$ cat config.mk
export PLATFORM = sky130hd
export DESIGN_NAME = clkout_gen
export DESIGN_NICKNAME = d
export VERILOG_FILES = /design/src/rtl/clkout_pkg.sv /design/src/rtl/clkout_prediv.sv /design/src/rtl/clkout_pow2div.sv /design/src/rtl/clkout_chan.sv /design/src/rtl/clkout_gen.sv
export SDC_FILE = /design/constraint.sdc
export NUM_CORES = 1
export LEC_CHECK = 0
export BUFFER_PORTS_ARGS = -buffer_cell sky130_fd_sc_hd__buf_2
export CAP_MARGIN = 20
export CORE_UTILIZATION = 45
export CTS_CLUSTER_SIZE = 28
export DETAILED_ROUTE_END_ITERATION = 7
export PLACE_DENSITY = 0.62
export SYNTH_ARGS = -nofsm -noshare
export SYNTH_HDL_FRONTEND = slang
export SYNTH_SLANG_ARGS = --single-unit
export TNS_END_PERCENT = 1
$ cat constraint.sdc
create_clock -name clk -period 3.9 [get_ports clk]
set_input_delay 0.195 -clock clk [delete_from_list [all_inputs] [get_ports clk]]
set_output_delay 0.195 -clock clk [all_outputs]
set_load 0.01 [all_outputs]
$ cat src/rtl/clkout_pkg.sv
package clkout_pkg;
  localparam int CTRL_W = 8;
  localparam int EXP_W  = 3;
  localparam int PRE_W  = 3;

  // Field order is the register bit layout, MSB first.
  typedef struct packed {
    logic [PRE_W-1:0] pre;
    logic             sel;
    logic [EXP_W-1:0] expo;
    logic             en;
  } ctrl_t;
endpackage

$ cat src/rtl/clkout_prediv.sv
module clkout_prediv #(
  parameter int PRE_W     = 3,
  parameter int ODD_RATIO = 122
) (
  input  logic             clk,
  input  logic             rst_n,
  input  logic             clr,
  input  logic             bypass,
  input  logic             tick,
  input  logic [PRE_W-1:0] code,
  output logic             tick_out
);
  localparam int MAX_POW = 1 << ((1 << PRE_W) - 2);
  localparam int MAX_R   = (ODD_RATIO > MAX_POW) ? ODD_RATIO : MAX_POW;
  localparam int CNT_W   = $clog2(MAX_R);

  logic [CNT_W-1:0] cnt_q, cnt_d, last_val;
  logic             at_last;

  always_comb begin
    if (code == {PRE_W{1'b1}}) last_val = CNT_W'(ODD_RATIO - 1);
    else                       last_val = CNT_W'((32'd1 << code) - 32'd1);
  end

  assign at_last  = (cnt_q == last_val);
  assign tick_out = tick & ~clr & (bypass | at_last);

  always_comb begin
    cnt_d = cnt_q;
    if (clr || bypass)  cnt_d = '0;
    else if (tick)      cnt_d = at_last ? '0 : cnt_q + CNT_W'(1);
  end

  always_ff @(posedge clk or negedge rst_n) begin
    if (!rst_n) cnt_q <= '0;
    else        cnt_q <= cnt_d;
  end
endmodule

$ cat src/rtl/clkout_pow2div.sv
module clkout_pow2div #(
  parameter int EXP_W = 3
) (
  input  logic             clk,
  input  logic             rst_n,
  input  logic             clr,
  input  logic             tick,
  input  logic [EXP_W-1:0] expo,
  output logic             fire
);
  localparam int CNT_W = (1 << EXP_W) - 1;

  logic [CNT_W-1:0] cnt_q, cnt_d, last_val;
  logic             at_last;

  assign last_val = CNT_W'((32'd1 << expo) - 32'd1);
  assign at_last  = (cnt_q == last_val);
  assign fire     = tick & at_last;

  always_comb begin
    cnt_d = cnt_q;
    if (clr)       cnt_d = '0;
    else if (tick) cnt_d = at_last ? '0 : cnt_q + CNT_W'(1);
  end

  always_ff @(posedge clk or negedge rst_n) begin
    if (!rst_n) cnt_q <= '0;
    else        cnt_q <= cnt_d;
  end
endmodule

$ cat src/rtl/clkout_chan.sv
module clkout_chan
  import clkout_pkg::*;
#(
  parameter int ODD_RATIO = 122
) (
  input  logic  clk,
  input  logic  rst_n,
  input  logic  wr_en,
  input  ctrl_t wr_data,
  input  logic  slow_edge,
  input  logic  fast_edge,
  output logic  clk_out,
  output ctrl_t act_cfg
);
  ctrl_t pend_q, pend_d, act_q, act_d;
  logic  out_q, out_d;
  logic  apply, restart, src_tick, pre_tick, fire;

  // Swap in the pending setting only while the output is low.
  assign apply    = ~out_q & (pend_q != act_q);
  assign restart  = apply | ~act_q.en;
  assign src_tick = act_q.sel ? fast_edge : slow_edge;

  clkout_prediv #(.PRE_W(PRE_W), .ODD_RATIO(ODD_RATIO)) u_pre (
    .clk(clk), .rst_n(rst_n), .clr(restart), .bypass(~act_q.sel),
    .tick(src_tick), .code(act_q.pre), .tick_out(pre_tick)
  );

  clkout_pow2div #(.EXP_W(EXP_W)) u_pow (
    .clk(clk), .rst_n(rst_n), .clr(restart), .tick(pre_tick),
    .expo(act_q.expo), .fire(fire)
  );

  always_comb begin
    pend_d = wr_en ? wr_data : pend_q;
    act_d  = apply ? pend_q  : act_q;
    out_d  = fire  ? ~out_q  : out_q;
  end

  always_ff @(posedge clk or negedge rst_n) begin
    if (!rst_n) begin
      pend_q <= '0;
      act_q  <= '0;
      out_q  <= 1'b0;
    end else begin
      pend_q <= pend_d;
      act_q  <= act_d;
      out_q  <= out_d;
    end
  end

  assign clk_out = out_q;
  assign act_cfg = act_q;
endmodule

$ cat src/rtl/clkout_gen.sv
module clkout_gen
  import clkout_pkg::*;
#(
  parameter int NUM_CH    = 3,
  parameter int ODD_RATIO = 122,
  parameter int ADDR_W    = (NUM_CH > 1) ? $clog2(NUM_CH) : 1
) (
  input  logic              clk,
  input  logic              rst_n,
  input  logic              cfg_we,
  input  logic [ADDR_W-1:0] cfg_addr,
  input  logic [CTRL_W-1:0] cfg_wdata,
  input  logic              slow_edge,
  input  logic              fast_edge,
  output logic [NUM_CH-1:0] clk_out
);
  localparam int FLAT_W = NUM_CH * CTRL_W;

  logic              rst_meta_q, rst_sync_n;
  logic [FLAT_W-1:0] act_flat;

  // Asynchronous assert, synchronous release.
  always_ff @(posedge clk or negedge rst_n) begin
    if (!rst_n) begin
      rst_meta_q <= 1'b0;
      rst_sync_n <= 1'b0;
    end else begin
      rst_meta_q <= 1'b1;
      rst_sync_n <= rst_meta_q;
    end
  end

  for (genvar i = 0; i < NUM_CH; i++) begin : g_ch
    logic  hit;
    ctrl_t act;
    assign hit = cfg_we & (cfg_addr == ADDR_W'(i));
    clkout_chan #(.ODD_RATIO(ODD_RATIO)) u_chan (
      .clk(clk), .rst_n(rst_sync_n), .wr_en(hit), .wr_data(ctrl_t'(cfg_wdata)),
      .slow_edge(slow_edge), .fast_edge(fast_edge),
      .clk_out(clk_out[i]), .act_cfg(act)
    );
    assign act_flat[i*CTRL_W +: CTRL_W] = act;
  end
endmodule

==> metrics.md <==
| Metric | Value |
|---|---|
| GRT overflow | 0 |
| Clk sinks | 95 |
| Fillers | 1201 |
| Max-cap violations | 0 |
| WS Path Type | flop to flop |
| Hold WS | 0.114 ns |
| Number of setup violations in the final report | 0 |
| Yosys cell types | 72 |
| PostCTS Resize Cnt | 0 |
| Mean routed wirelength per cell | 16.3 um |
| Drt first pass iters | 5 |
| DP Cell Count | 767 |
| Tot GR Track Use | 20.4% |
| Pin count of the biggest net entering global routing | 73 |
| RePlAce Congestion | 0.864 |
| Num rows | 41 |
| Period utilization | 77.4% |
| Slowest stage cell on the critical path | dfrtp_1 |
| Initial core utilization | 46.2% |
| Largest stage delay on the critical path | 0.56 ns |
| Worst-Margin Slew | 0.965 ns |
| Antenna violations before repair | 0 |
| Syn Inst Count | 612 |
| Area contributors post-synth | dfrtp_1 41%, mux2_2 7.3%, xor2_1 4.6% |
| Top-area cell type share of the netlist area | 40.6% |
| Hold path startpoint | cfg_wdata[0] |
| Most common cell after layout, fill and taps aside | dfrtp_1 |
| Power Density | 516 mW/mm^2 |
| Final WL | 12.8 mm |
| Reg clk slew, reported paths | 0.07 ns |
| Post-layout instance count excluding filler cells | 785 |
| Area grow syn2layout | 7.59% |
| Leak | 2.60 nW |
| Sequential area share after synthesis | 40.6% |
| Vias per cell | 5.79 |
| DRC viols | 0 |
| Clk root buf | clkbuf_16 |
| Hold endpoint | g_ch[0].u_chan.pend_q[0]$_DFFE_PN0P_ |
| Fmax | 331 MHz |
| Reg2reg end | g_ch[2].u_chan.u_pow.cnt_q[4]$_DFFE_PN0P_ |
| ANT nets after route | 0 |
| Die X | 116 um |
| Layout Nets | 632 |
| Synthesized net count | 636 |
| Hold Path Depth | 2 |
| CP Cell Sequence | nor2_1 -> nand2_1 -> ha_1 -> nor4b_1 -> or2b_1 -> a31o_4 -> o31ai_4 -> nand2_4 -> o41ai_2 |
| Critical Path Fanout Max | 17 |
| Status | finished, final reports clean |
| Worst Setup End Kind | flop |
| Total Neg Setup Slack | 0 ns |
| Post-synth ARST share | 100% |
| Commonest non-fill, non-tap cells in the layout | 94 x dfrtp_1, 68 x nand2_1, 38 x mux2_2, 35 x o21ai_0, 31 x xor2_1 |
| Core box area | 0.0127 sq mm |
| Mapped Area | 0.00585 sq mm |
| Deepest clock path buffer count | 2 |
| Total number of vias | 4543 |
| CTS Buf Count | 9 |
| Synth warn | 0 |
| Synth area leader | dfrtp_1 |
| Arrival @ worst endpoint | 3.27 ns |
| RSZ-0062 raised after global routing | no |
| Vias in the first global route | 4223 |
| DR iter-0 viols | 253 |
| Area of placed instances | 0.00598 sq mm |
| CTS tree | yes |
| I/O Buffers | 17 |
| Worst slew margin | 35.7% |
| Ant. Diodes | 0 |
| Synth Area per Inst | 9.56 sq um |
| Design area | 0.00630 sq mm |
| FF-to-FF setup slack | 0.88 ns |
| Worst hold path type | primary input to flop |
| Layout cell share with drive strength beyond 1 | 14.7% |
| Final Max Tran Viols | 0 |
| Peak supply drop | 0.243 mV |
| Die height | 116 um |
| Worst R2R Start | g_ch[2].u_chan.act_cfg[6]$_DFFE_PN0P_ |
| First-pass GRT wire length | 21.2 mm |
| # Post-CTS Setup Buffers | 0 |
| Boundary pin count | 18 |
| Critical Path RT | 4.15 ns |
| FF-to-FF path depth | 9 |
| H-tree depth | 3 |
| Final count of hold timing violations | 0 |
| Top FF cell, synth | dfrtp_1 |
| Worst Skew | 0.00613 ns |
| Later-pin clock latency in the skew report | 0.35 ns |
| Number of synthesized flops with an enable pin | 0 |
| Die area | 0.0135 sq mm |
| WP buf/inv | 0 |
| Yosys reg bits | 95 |
| Min Tclk post-route | 3.02 ns |
| CP top delay family | simple AND/OR/NAND/NOR gates |
| CP Launch Type | flop |
| Hpwl dp | 9.02 mm |
## per-layer routing
layer	global-route usage, %	vias up	part of all wire (%)	wire length [um]
li1	-	2223	-	-
met1	27.2	2221	48	6140
met3	3.35	15	2.7	341
met2	32.7	84	48	6100
met5	0	-	0	0
met4	8.89	0	1.6	199
## worst max-delay path by stage
stage,cells after the start,slack (ns),startpoint,to
CTS,9,0.90,g_ch[2].u_chan.act_cfg[6]$_DFFE_PN0P_,g_ch[2].u_chan.u_pow.cnt_q[4]$_DFFE_PN0P_
floorplan,0,1.06,rst_sync_n$_DFF_PN0_,g_ch[0].u_chan.act_cfg[0]$_DFFE_PN0P_
global route,9,0.64,g_ch[2].u_chan.act_cfg[6]$_DFFE_PN0P_,g_ch[2].u_chan.u_pow.cnt_q[4]$_DFFE_PN0P_
global placement,9,1.03,g_ch[1].u_chan.act_cfg[6]$_DFFE_PN0P_,g_ch[1].u_chan.u_pow.cnt_q[6]$_DFFE_PN0P_
finish,9,0.88,g_ch[2].u_chan.act_cfg[6]$_DFFE_PN0P_,g_ch[2].u_chan.u_pow.cnt_q[4]$_DFFE_PN0P_
detailed placement,9,0.90,g_ch[2].u_chan.act_cfg[6]$_DFFE_PN0P_,g_ch[2].u_chan.u_pow.cnt_q[4]$_DFFE_PN0P_
## synth_stat cells (all sizes together) (6+ instances only)
cell type	instances
o22ai	10
a32o	6
o31ai	6
xor2	31
buf	18
and3	13
nand2	69
nor3b	10
o41ai	7
o21ai	35
nor2	18
or3	9
nand3	23
a211oi	6
nand2b	18
xnor2	12
clkbuf	17
nor4	8
nor3	12
dfrtp	95
o211ai	7
mux2	38
inv	21
o21a	6
a31oi	9
a21oi	22
ha	9
nor2b	10
a21o	8
## power breakdown
part	internal, mW	switching, mW	total [mW]
Sequential	1.12	0.271	1.39
Combinational	0.444	0.508	0.953
Clock	0.511	0.390	0.902
Total	2.08	1.17	3.25
## through the flow
step	worst slack [ns]	power, mW	util [%]
final	0.880	3.25	49.7
after detailed placement	0.903	2.36	47.2
after CTS	0.896	3.27	49.6
after global routing	0.645	3.46	49.7
after floorplan	1.06	2.17	-
after global placement	1.03	2.31	47.2
## kinds of logic (layout without fill, tap and decap cells)
family,after synthesis,in the layout,share of synthesized area (%)
flip-flops,95,95,40.6
AO/OA/AOI/OAI,156,156,19.4
other,1,1,0.0641
AND/OR/NAND/NOR,207,207,18.6
adder cells (fa/ha/maj),11,11,2.29
XOR/XNOR,43,43,6.44
buffers and inverters,56,57,4.45
multiplexers,43,43,8.17
## final cells by class
class                      instances  area, sq um  share of cell area [%]
multi-input combinational        461         3210                    51.1
sequential                        95         2380                    37.8
clock buffer                      10          239                    3.80
tap                              172          215                    3.42
timing repair buffer              20          108                    1.71
inverter                          21         78.8                    1.25
clock inverter                     6         60.1                   0.954
## flip-flops by register name, summed over array words and instances (netlist names)
name / count
g_ch.u_chan.u_pow.cnt_q: 21
g_ch.u_chan.clk_out: 3
g_ch.u_chan.pend_q: 24
rst_meta_q: 1
g_ch.u_chan.act_cfg: 24
g_ch.u_chan.u_pre.cnt_q: 21
rst_sync_n: 1
## repair_timing
item | CTS | global route
hold endpoints to repair | 2 | 0
hold buffers | 1 | 0
setup endpoints to repair | 0 | 0
(Power assumes the default switching activity.)
